--- src/rtl/dma_pkg.sv ---
package dma_pkg;
    parameter int NCH = 4;
    parameter int AW  = 32;
    parameter int CW  = 16;
    parameter int NB  = 4;
    localparam int DW  = NB * 8;
    localparam int BW  = $clog2(NB);
    localparam int CHW = $clog2(NCH);
    localparam int KW  = (BW > 2) ? BW : 2;

    typedef struct packed {
        logic dst_word;
        logic src_word;
        logic fly_wr;
        logic fly;
    } mode_t;

    typedef struct packed {
        logic [AW-1:0] src;
        logic [AW-1:0] dst;
        logic [AW-1:0] link;
        logic [CW-1:0] cnt;
        mode_t         mode;
    } desc_t;

    typedef enum logic [2:0] {S_IDLE, S_FLY, S_RD, S_WR, S_FETCH} seq_st_t;

    function automatic logic [BW:0] unit_len(logic [CW-1:0] cnt, logic wide);
        if (!wide)                return (BW+1)'(1);
        else if (cnt >= CW'(NB))  return (BW+1)'(NB);
        else                      return cnt[BW:0];
    endfunction

    function automatic logic [NB-1:0] low_mask(logic [BW:0] n);
        return NB'((32'd1 << n) - 32'd1);
    endfunction

    function automatic logic [NB-1:0] lane_bit(logic [BW-1:0] lane);
        return NB'(1) << lane;
    endfunction
endpackage

--- src/rtl/dma_arb.sv ---
module dma_arb
    import dma_pkg::*;
(
    input  logic [NCH-1:0] req,
    output logic           gnt_vld,
    output logic [CHW-1:0] gnt_idx
);
    always_comb begin
        gnt_vld = |req;
        gnt_idx = '0;
        for (int i = NCH - 1; i >= 0; i--)
            if (req[i]) gnt_idx = CHW'(i);
    end

    always_comb begin
        if (gnt_vld) begin

            prio_chk: assert ((req & ((NCH'(1) << gnt_idx) - NCH'(1))) == '0 && req[gnt_idx]);
        end
    end
endmodule

--- src/rtl/dma_chan.sv ---
module dma_chan
    import dma_pkg::*;
(
    input  logic  clk,
    input  logic  rst,
    input  logic  ld,
    input  desc_t ld_d,
    input  logic  wb,
    input  desc_t wb_d,
    input  logic  fin,
    input  logic  dreq,
    output desc_t d,
    output logic  elig,
    output logic  dack,
    output logic  irq
);
    logic active, hold;

    always_ff @(posedge clk) begin
        if (rst) begin
            d      <= '0;
            active <= 1'b0;
            hold   <= 1'b0;
            irq    <= 1'b0;
        end else begin
            irq  <= 1'b0;
            hold <= fin;
            if (ld) begin
                d      <= ld_d;
                active <= (ld_d.cnt != '0) || (ld_d.link != '0);
            end else if (wb) begin
                d <= wb_d;
                if (wb_d.cnt == '0 && wb_d.link == '0) begin
                    active <= 1'b0;
                    irq    <= 1'b1;
                end
            end
        end
    end

    // zero count on an active channel means a descriptor fetch is due
    assign elig = active && ((d.cnt == '0) || (dreq && !hold));
    assign dack = fin | hold;


    ack_len_chk: assert property (@(posedge clk) disable iff (rst)
        dack && $past(dack) |=> !dack);

    irq_done_chk: assert property (@(posedge clk) disable iff (rst)
        irq |-> !active || $past(ld));
endmodule

--- src/rtl/dma_seq.sv ---
module dma_seq
    import dma_pkg::*;
(
    input  logic           clk,
    input  logic           rst,
    input  logic           sel_vld,
    input  logic [CHW-1:0] sel_idx,
    input  desc_t          sel_d,
    input  logic [DW-1:0]  per_wdata,
    output logic [DW-1:0]  per_rdata,
    output logic           mem_req,
    output logic           mem_we,
    output logic [AW-1:0]  mem_addr,
    output logic [NB-1:0]  mem_be,
    output logic [DW-1:0]  mem_wdata,
    input  logic           mem_gnt,
    input  logic [DW-1:0]  mem_rdata,
    output logic           wb,
    output desc_t          wb_d,
    output logic           fin,
    output logic [CHW-1:0] wb_ch
);
    seq_st_t        st;
    desc_t          s, nxt;
    logic [CHW-1:0] ch;
    logic [DW-1:0]  pk_buf;
    logic [KW-1:0]  k;
    logic [BW:0]    n, sz;
    logic           last, go, k_end;

    assign go        = mem_req && mem_gnt;
    assign k_end     = ((BW+1)'(k) == n - (BW+1)'(1));
    assign per_rdata = mem_rdata;

    always_comb begin
        nxt       = s;
        last      = 1'b0;
        sz        = n;
        mem_req   = (st != S_IDLE);
        mem_we    = 1'b0;
        mem_addr  = s.src;
        mem_be    = '1;
        mem_wdata = pk_buf;
        case (st)
            S_FLY: begin
                mem_we    = s.mode.fly_wr;
                mem_addr  = s.mode.fly_wr ? s.dst : s.src;
                mem_be    = s.mode.dst_word ? low_mask(n) : lane_bit(mem_addr[BW-1:0]);
                mem_wdata = per_wdata;
                sz        = s.mode.dst_word ? n : (BW+1)'(1);
                if (s.mode.fly_wr) nxt.dst = s.dst + AW'(sz);
                else               nxt.src = s.src + AW'(sz);
                nxt.cnt   = s.cnt - CW'(sz);
                last      = 1'b1;
            end
            S_RD: begin
                mem_be = s.mode.src_word ? low_mask(n) : lane_bit(s.src[BW-1:0]);
            end
            S_WR: begin
                mem_we   = 1'b1;
                mem_addr = s.dst;
                if (s.mode.dst_word) begin
                    mem_be  = low_mask(n);
                    nxt.dst = s.dst + AW'(n);
                    nxt.cnt = s.cnt - CW'(n);
                    last    = 1'b1;
                end else begin
                    mem_be    = lane_bit(s.dst[BW-1:0]);
                    mem_wdata = {NB{pk_buf[8*k +: 8]}};
                    nxt.dst   = s.dst + AW'(1);
                    nxt.cnt   = s.cnt - CW'(1);
                    last      = k_end;
                end
            end
            S_FETCH: begin
                mem_addr = s.link + AW'(k) * AW'(NB);
                nxt.link = AW'(mem_rdata);
                last     = (k == KW'(3));
            end
            default: ;
        endcase
    end

    assign wb    = go && last;
    assign fin   = wb && (st != S_FETCH);
    assign wb_d  = nxt;
    assign wb_ch = ch;

    always_ff @(posedge clk) begin
        if (rst) begin
            st     <= S_IDLE;
            ch     <= '0;
            s      <= '0;
            pk_buf <= '0;
            k      <= '0;
            n      <= '0;
        end else begin
            case (st)
                S_IDLE: if (sel_vld) begin
                    ch <= sel_idx;
                    s  <= sel_d;
                    k  <= '0;
                    n  <= sel_d.mode.fly ? unit_len(sel_d.cnt, sel_d.mode.dst_word)
                                         : unit_len(sel_d.cnt, sel_d.mode.src_word | sel_d.mode.dst_word);
                    st <= (sel_d.cnt == '0) ? S_FETCH : (sel_d.mode.fly ? S_FLY : S_RD);
                end
                S_FLY: if (go) st <= S_IDLE;
                S_RD: if (go) begin
                    if (s.mode.src_word) begin
                        pk_buf <= mem_rdata;
                        s.src  <= s.src + AW'(NB);
                        k      <= '0;
                        st     <= S_WR;
                    end else begin
                        pk_buf[8*k +: 8] <= mem_rdata[8*s.src[BW-1:0] +: 8];
                        s.src <= s.src + AW'(1);
                        if (k_end) begin
                            k  <= '0;
                            st <= S_WR;
                        end else begin
                            k <= k + KW'(1);
                        end
                    end
                end
                S_WR: if (go) begin
                    s <= nxt;
                    if (last) st <= S_IDLE;
                    else      k  <= k + KW'(1);
                end
                S_FETCH: if (go) begin
                    case (k)
                        KW'(0):  s.src <= AW'(mem_rdata);
                        KW'(1):  s.dst <= AW'(mem_rdata);
                        KW'(2):  s.cnt <= CW'(mem_rdata);
                        default: ;
                    endcase
                    k <= k + KW'(1);
                    if (last) st <= S_IDLE;
                end
                default: st <= S_IDLE;
            endcase
        end
    end


    req_hold_chk: assert property (@(posedge clk) disable iff (rst)
        mem_req && !mem_gnt |=> mem_req && $stable(mem_addr) && $stable(mem_we));

    wr_be_chk: assert property (@(posedge clk) disable iff (rst)
        mem_req && mem_we |-> mem_be != '0);
endmodule

--- src/rtl/dma_engine.sv ---
module dma_engine
    import dma_pkg::*;
(
    input  logic           clk,
    input  logic           rst,
    input  logic           cfg_we,
    input  logic [CHW-1:0] cfg_ch,
    input  logic [AW-1:0]  cfg_src,
    input  logic [AW-1:0]  cfg_dst,
    input  logic [CW-1:0]  cfg_cnt,
    input  logic [AW-1:0]  cfg_link,
    input  logic [3:0]     cfg_mode,
    input  logic [NCH-1:0] dreq,
    output logic [NCH-1:0] dack,
    input  logic [DW-1:0]  per_wdata,
    output logic [DW-1:0]  per_rdata,
    output logic           mem_req,
    output logic           mem_we,
    output logic [AW-1:0]  mem_addr,
    output logic [NB-1:0]  mem_be,
    output logic [DW-1:0]  mem_wdata,
    input  logic           mem_gnt,
    input  logic [DW-1:0]  mem_rdata,
    output logic [NCH-1:0] irq
);
    desc_t          cfg_d, wb_d;
    desc_t          ch_d [NCH];
    logic [NCH-1:0] elig;
    logic           sel_vld, wb, fin;
    logic [CHW-1:0] sel_idx, wb_ch;

    always_comb begin
        cfg_d.src  = cfg_src;
        cfg_d.dst  = cfg_dst;
        cfg_d.cnt  = cfg_cnt;
        cfg_d.link = cfg_link;
        cfg_d.mode = mode_t'(cfg_mode);
    end

    for (genvar g = 0; g < NCH; g++) begin : g_ch
        dma_chan u_ch (
            .clk  (clk),
            .rst  (rst),
            .ld   (cfg_we && cfg_ch == CHW'(g)),
            .ld_d (cfg_d),
            .wb   (wb && wb_ch == CHW'(g)),
            .wb_d (wb_d),
            .fin  (fin && wb_ch == CHW'(g)),
            .dreq (dreq[g]),
            .d    (ch_d[g]),
            .elig (elig[g]),
            .dack (dack[g]),
            .irq  (irq[g])
        );
    end

    dma_arb u_arb (.req(elig), .gnt_vld(sel_vld), .gnt_idx(sel_idx));

    dma_seq u_seq (
        .clk       (clk),
        .rst       (rst),
        .sel_vld   (sel_vld),
        .sel_idx   (sel_idx),
        .sel_d     (ch_d[sel_idx]),
        .per_wdata (per_wdata),
        .per_rdata (per_rdata),
        .mem_req   (mem_req),
        .mem_we    (mem_we),
        .mem_addr  (mem_addr),
        .mem_be    (mem_be),
        .mem_wdata (mem_wdata),
        .mem_gnt   (mem_gnt),
        .mem_rdata (mem_rdata),
        .wb        (wb),
        .wb_d      (wb_d),
        .fin       (fin),
        .wb_ch     (wb_ch)
    );


    one_ack_chk: assert property (@(posedge clk) disable iff (rst) $onehot0(dack));

    ack_granted_chk: assert property (@(posedge clk) disable iff (rst)
        mem_req && !mem_gnt |-> !fin);
endmodule

--- config.mk ---
export PLATFORM = sky130hd
export DESIGN_NAME = dma_engine
export DESIGN_NICKNAME = d
export VERILOG_FILES = /design/src/rtl/dma_pkg.sv /design/src/rtl/dma_arb.sv /design/src/rtl/dma_chan.sv /design/src/rtl/dma_seq.sv /design/src/rtl/dma_engine.sv
export SDC_FILE = /design/constraint.sdc
export NUM_CORES = 2
export LEC_CHECK = 0
export BUFFER_PORTS_ARGS = -buffer_cell sky130_fd_sc_hd__buf_2
export CORE_ASPECT_RATIO = 2
export CORE_MARGIN = 3
export CORE_UTILIZATION = 40
export DETAILED_ROUTE_END_ITERATION = 10
export GPL_TIMING_DRIVEN = 0
export PLACE_DENSITY_LB_ADDON = 0.05
export SETUP_SLACK_MARGIN = 0.4
export SLEW_MARGIN = 20
export SYNTH_ARGS = -nofsm -noshare
export SYNTH_HDL_FRONTEND = slang
export SYNTH_HIERARCHICAL = 1
export SYNTH_SLANG_ARGS = --single-unit
export TNS_END_PERCENT = 20
--- constraint.sdc ---
create_clock -name clk -period 6.3 [get_ports clk]
set_input_delay 0.63 -clock clk [delete_from_list [all_inputs] [get_ports clk]]
set_output_delay 0.63 -clock clk [all_outputs]
set_load 0.03 [all_outputs]
* After elaboration in Yosys (flattened, before gate mapping) *
Index checks and enable logic that the tools add are counted.

word-level totals
  input bits = 190
  memory bits (read-only) = 0
  register bits after elaboration = 634
  bits in writable memories = 0
  bits in latches = 0
  memories kept = 0
  output and inout port bits = 110

cells by class
  muxes and demuxes = 83
  $mul = 0
  equal/unequal tests = 27
  add/sub/neg operators = 14
  bitwise gates (word level) = 11
  div/mod/pow operators = 0
  reductions and logical operators = 77
  $lt $le $gt $ge = 2
  shifts and indexed selects = 8

operators with widths
  kind                                                    count
  2-to-1 mux 116 bit                                      12
  2-to-1 mux 32 bit                                       12
  binary-select mux 116 bit (select 2 bit)                1
  one-hot mux 32 bit (2 select lines)                     3
  one-hot mux 32 bit (3 select lines)                     2
  one-hot mux 32 bit (4 select lines)                     1
  adder 32 x 3 -> 32 bit                                  3
  logical NOT 16 bit                                      6
  adder 32 x 1 -> 32 bit (second input constant)          2
  2-to-1 mux 64 bit                                       1
  indexed part select 32 x 6 -> 8 bit                     2
  2-to-1 mux 16 bit                                       3
  one-hot mux 16 bit (3 select lines)                     1
  2-to-1 mux 3 bit                                        13
  negation 5 -> 34 bit                                    1
  variable shift 8 x 34 -> 32 bit (first input constant)  1
  indexed part select 8 x 34 -> 32 bit                    1
  adder 32 x 3 -> 32 bit (second input constant)          1
  adder 32 x 4 -> 32 bit                                  1
  bitwise mux 32 bit                                      1
  logical NOT 32 bit                                      1
  one-hot mux 16 bit (2 select lines)                     1
  nonzero test 32 bit                                     1
  subtractor 16 x 3 -> 16 bit                             2
  other kinds (46)                                        149

* Longest topological paths before layout *
  depth after elaboration = 16
  mapped depth = 17
  mapped depth without buffers = 14

* Cells and area by module *
Netlist, hierarchy kept.

by module, submodules not included
  module      cells an instance  sequential area each (µm²)  area an instance (µm²)  instances
  dma_chan    682                2382.3                      5525.3                  4
  dma_seq     1936               3163.0                      13855.8                 1
  dma_engine  154                0.0                         2865.2                  1
  dma_arb     7                  0.0                         35.0                    1

* Least setup slack after synthesis *
No wires, ideal clock.

  path type = register to register
  start point = register u_seq.s (netlist bit u_seq/wb_d[3])
  end point = register g_ch[0].u_ch.active
  cell stages (with the launch flop) = 13
  buffers on the path = 2
  setup slack = 3.083 ns
  arrival = 3.083 ns
  period minus slack after synthesis = 3.217 ns
  path through = dfxtp_1 buf_2 clkbuf_1 nand2_1 fa_1 nand2_1 nand4_1 or3_1 xnor2_1 nor4_1 nand3_1 nor4_1 nor4_1

RTL lines
  item                    line            source
  from (decl)             dma_seq.sv:24   desc_t s, nxt;
  from (signal assigned)  dma_seq.sv:101  s <= sel_d;
  from (signal assigned)  dma_seq.sv:126  s <= nxt;
  to (signal assigned)    dma_chan.sv:30  active <= (ld_d.cnt != '0) || (ld_d.link != '0);
  to (decl)               dma_chan.sv:17  logic active, hold;

* Worst setup path in the final report *
  start point = register g_ch[3].u_ch/d[14] in the netlist's numbering
  end point = register u_seq.st[0]

on the way
  word-level cells in the longest chain between the ends = 15

RTL lines
  item                                                           line              source
  from (decl)                                                    dma_chan.sv:12    output desc_t d,
  from (signal assigned)                                         dma_chan.sv:29    d <= ld_d;
  from (signal assigned)                                         dma_chan.sv:32    d <= wb_d;
  logical NOT 16 bit (*)                                         dma_chan.sv:42    assign elig = active && ((d.cnt == '0) || (dreq && !hold));
  logical OR 1 bit (*)                                           dma_chan.sv:42
  logical AND 1 bit (*)                                          dma_chan.sv:42
  named net elig[3]                                              dma_engine.sv:28  logic [NCH-1:0] elig;
  2-to-1 mux 2 bit (*) (4 in series)                             dma_arb.sv:12     if (req[i]) gnt_idx = CHW'(i);
  named net sel_idx[1]                                           dma_engine.sv:30  logic [CHW-1:0] sel_idx, wb_ch;
  inverter 2 -> 3 bit (implied by the code) (*)                  dma_engine.sv:64  .sel_d (ch_d[sel_idx]),
  binary-select mux 116 bit (select 2 bit) (*)                   dma_engine.sv:64
  2-to-1 mux 116 bit (implied by the code) (*) (2 in series)     dma_engine.sv:64
  logical NOT 16 bit / 2-to-1 mux 2 bit (equally long branches)  dma_seq.sv:105    st <= (sel_d.cnt == '0) ? S_FETCH : (sel_d.mode.fly ? S_FLY : S_RD);
  2-to-1 mux 3 bit (*)                                           dma_seq.sv:105
  2-to-1 mux 3 bit (*)                                           dma_seq.sv:99     S_IDLE: if (sel_vld) begin
  one-hot mux 3 bit (4 select lines) (*)                         dma_seq.sv:98     case (st)
  to (signal assigned)                                           dma_seq.sv:105
  to (decl)                                                      dma_seq.sv:23     seq_st_t st;

The timed path passes the listed nets; every way through them passes the cells marked *. The select of a mux whose other input is x is not followed.
A chain may end at the register's enable or synchronous reset.

==> metrics.yaml <==
worstHoldStart: "cfg_src[18]"
drt_iter0_drc: 4057
outcome: "complete, no violations"
antenna_found_initial: 14
layout-drive-gt1-share_pct: 15.7
grt_pass1_vias: 39700
cp_slowest_cell: "nor4_1"
finalCritPeriodShare_pct: 90.0
hp-class: "in2reg"
final_common_cell: "nor2_1"
slowest_delay_ps: 760
gr-total-overflow: 0
setup_slack_ps: 630
cts_hold_buf: 0
fin_crit_ps: 5670
syn_nets: 5042
hold_viol_final: 0
required_ps: 6830
synthFlopType: "dfxtp_1"
final_cell_area_mm2: 0.0443
place_area_mm2: 0.0420
grt_max_degree: 15
globalRouteTotalUtil_pct: 42.5
port_buffers: 299
routed_wl_um: 220000
path_clk_slew_ps: 70
ir_drop_v: 0.000188
fin_hold_ws_ps: 239
cp_cell_sequence: "nor4_1, nand4_1, a21boi_0, nor2_1, nor3_1, buf_2, clkbuf_1, mux4_2, nor4_1, nand4_1, o31ai_1, o21ai_0, mux2i_1, nor2_1"
slew_violations: 0
cts-root-buf: "clkbuf_16"
vias: 40800
rr_endpoint: "u_seq/st[0]"
rows: 161
synthCells: 4825
holdPathEnd: "g_ch[2].u_ch/d[102]"
cts_tree: "built"
fin_worst_skew_ps: 21.0
critPathArrivalTime_ps: 6200
p_total_mw: 13.7
cap_violations: 0
ctsHtreeMaxLevel: 3
power_density_mw_per_mm2: 308
cts_setup_buffers: 0
end_kind: "register"
io_pins: 300
chipHeight_um: 447
core_region_area_mm2: 0.0963
reg2reg_depth: 14
slew_headroom_pct: 15.4
drtPass1Iterations: 6
critPathLaunchType: "register"
area_delta_synth_final_pct: 14.1
final_cell_mix: "nor2_1, dfxtp_1, a21oi_1"
gp_congestion: 1.04
place_ws_ps: 702
syn-cell-area_mm2: 0.0389
nets: 5413
start_util_pct: 40.4
clk_latency_ps: 690
cts_inserted_buffers: 67
ys_seq_elements: 634
crit-reg2reg-launch: "g_ch[3].u_ch/d[14]"
fmax_mhz: 176
tightest_slew_ps: 1270
rsz0062_at_grt: "false"
yosys_warnings: 6
die-area_mm2: 0.101
post-dp-hpwl_um: 169000
synth_edf_count: 0
worstHoldPathCells: 3
route.antenna.remaining_nets: 0
die_w_um: 226
p_leak_nw: 16.4
clock-sinks: 634
synth.avg_cell_area_um2: 8.05
setup_tns_ps: 0
ys_seq_area_share_pct: 32.7
setup_viol: 0
critical_path.max_fanout: 10
via_per_inst: 6.31
grt_pass1_wl_um: 302000
synth_cell_types: 98
post_drt_wl_per_cell_um: 34.0
drcViolationCount: 0
reg2reg_slack_ps: 630
async_reset_ff_share_pct: 0
path_class: "reg2reg"
post_cts_resized: 0
ctsLongestPathBuffers: 3
## worst max-delay path by stage
| stage | startpoint | endpoint | depth (start not counted) |
|---|---|---|---|
| after floorplan | u_seq/wb_d[3] | g_ch[0].u_ch/active | 12 |
| after global placement | g_ch[3].u_ch/d[14] | u_seq/st[0] | 14 |
| after detailed placement | g_ch[3].u_ch/d[14] | u_seq/st[0] | 14 |
| after CTS | g_ch[3].u_ch/d[14] | u_seq/st[0] | 14 |
| after global routing | g_ch[3].u_ch/d[14] | u_seq/st[0] | 14 |
| final | g_ch[3].u_ch/d[14] | u_seq/st[0] | 14 |
## stage by stage
step / std cells / util [%]
after CTS: 6468 / 46.0
final: 6476 / 46.0
after floorplan: 4825 / -
after global placement: 6346 / 43.5
after detailed placement: 6349 / 43.6
after global routing: 6471 / 46.0
## per-layer routing
layer,wire (um),GRT usage [%],vias up
met4,26500,41.0,8
met2,104000,71.3,2297
met1,73100,43.0,19700
li1,-,-,17900
met3,16600,9.25,866
met5,70,0,-
## cell type report
type,instances,area [um^2]
Buffer,442,2200
Fill cell,9973,52000
Clock buffer,92,1890
Clock inverter,27,457
Inverter,27,101
Sequential cell,634,12700
Multi-Input combinational cell,3722,23900
Antenna cell,8,20.0
Timing Repair Buffer,302,1540
Tap cell,1222,1530
## registers in the layout, indices dropped and copies added, names as in the netlist
register	flops
u_seq/wb_ch	2
u_seq/k	2
g_ch.u_ch/d	464
u_seq/st	3
u_seq/pk_buf	32
g_ch.u_ch/active	4
u_seq/wb_d	4
u_seq/n	3
g_ch.u_ch/hold	4
u_seq/s	112
g_ch.u_ch/irq	4
## logic make-up (layout without fill, tap and decap cells)
group	Yosys count	after routing	share of synthesized area (%)
fa+ha+maj	27	27	0.908
flops	634	634	32.7
mux	601	601	19.7
xor+xnor	119	119	2.70
other cells	0	8	0
buf+inv	469	890	5.88
simple gates	1951	1951	22.2
compound gates	1024	1024	15.9
## cell usage after synthesis, types with 15 or more instances
cell type / number / area share (%)
a211oi_1: 37 / 0.71
a21oi_1: 572 / 7.4
a221o_1: 40 / 1.0
a22o_1: 16 / 0.36
a22oi_1: 84 / 1.6
a31oi_1: 16 / 0.26
and3_1: 25 / 0.40
buf_1: 15 / 0.14
buf_2: 145 / 1.9
buf_4: 53 / 1.0
clkbuf_1: 209 / 2.0
dfxtp_1: 634 / 33
ha_1: 25 / 0.80
inv_1: 26 / 0.25
mux2i_1: 466 / 12
mux4_2: 132 / 7.7
nand2_1: 363 / 3.5
nand3_1: 74 / 0.95
nand4_1: 57 / 0.92
nor2_1: 1096 / 11
nor2b_1: 33 / 0.53
nor3_1: 53 / 0.68
nor4_1: 142 / 2.3
o21ai_0: 118 / 1.5
o22ai_1: 16 / 0.26
xnor2_1: 69 / 1.6
xor2_1: 49 / 1.1
## critical path: cells and delay by family (launching register included)
kind / cells / cell delay, ps
AO/OA/AOI/OAI: 3 / 920
AND/OR/NAND/NOR: 7 / 2470
flip-flops: 1 / 330
multiplexers: 2 / 700
buffers and inverters: 2 / 1080
## power by group
group	total [mW]	switching, mW	internal [mW]
Combinational	4.74	3.45	1.29
Sequential	4.43	0.205	4.22
Clock	4.49	1.91	2.57
(Power assumes the default switching activity.)
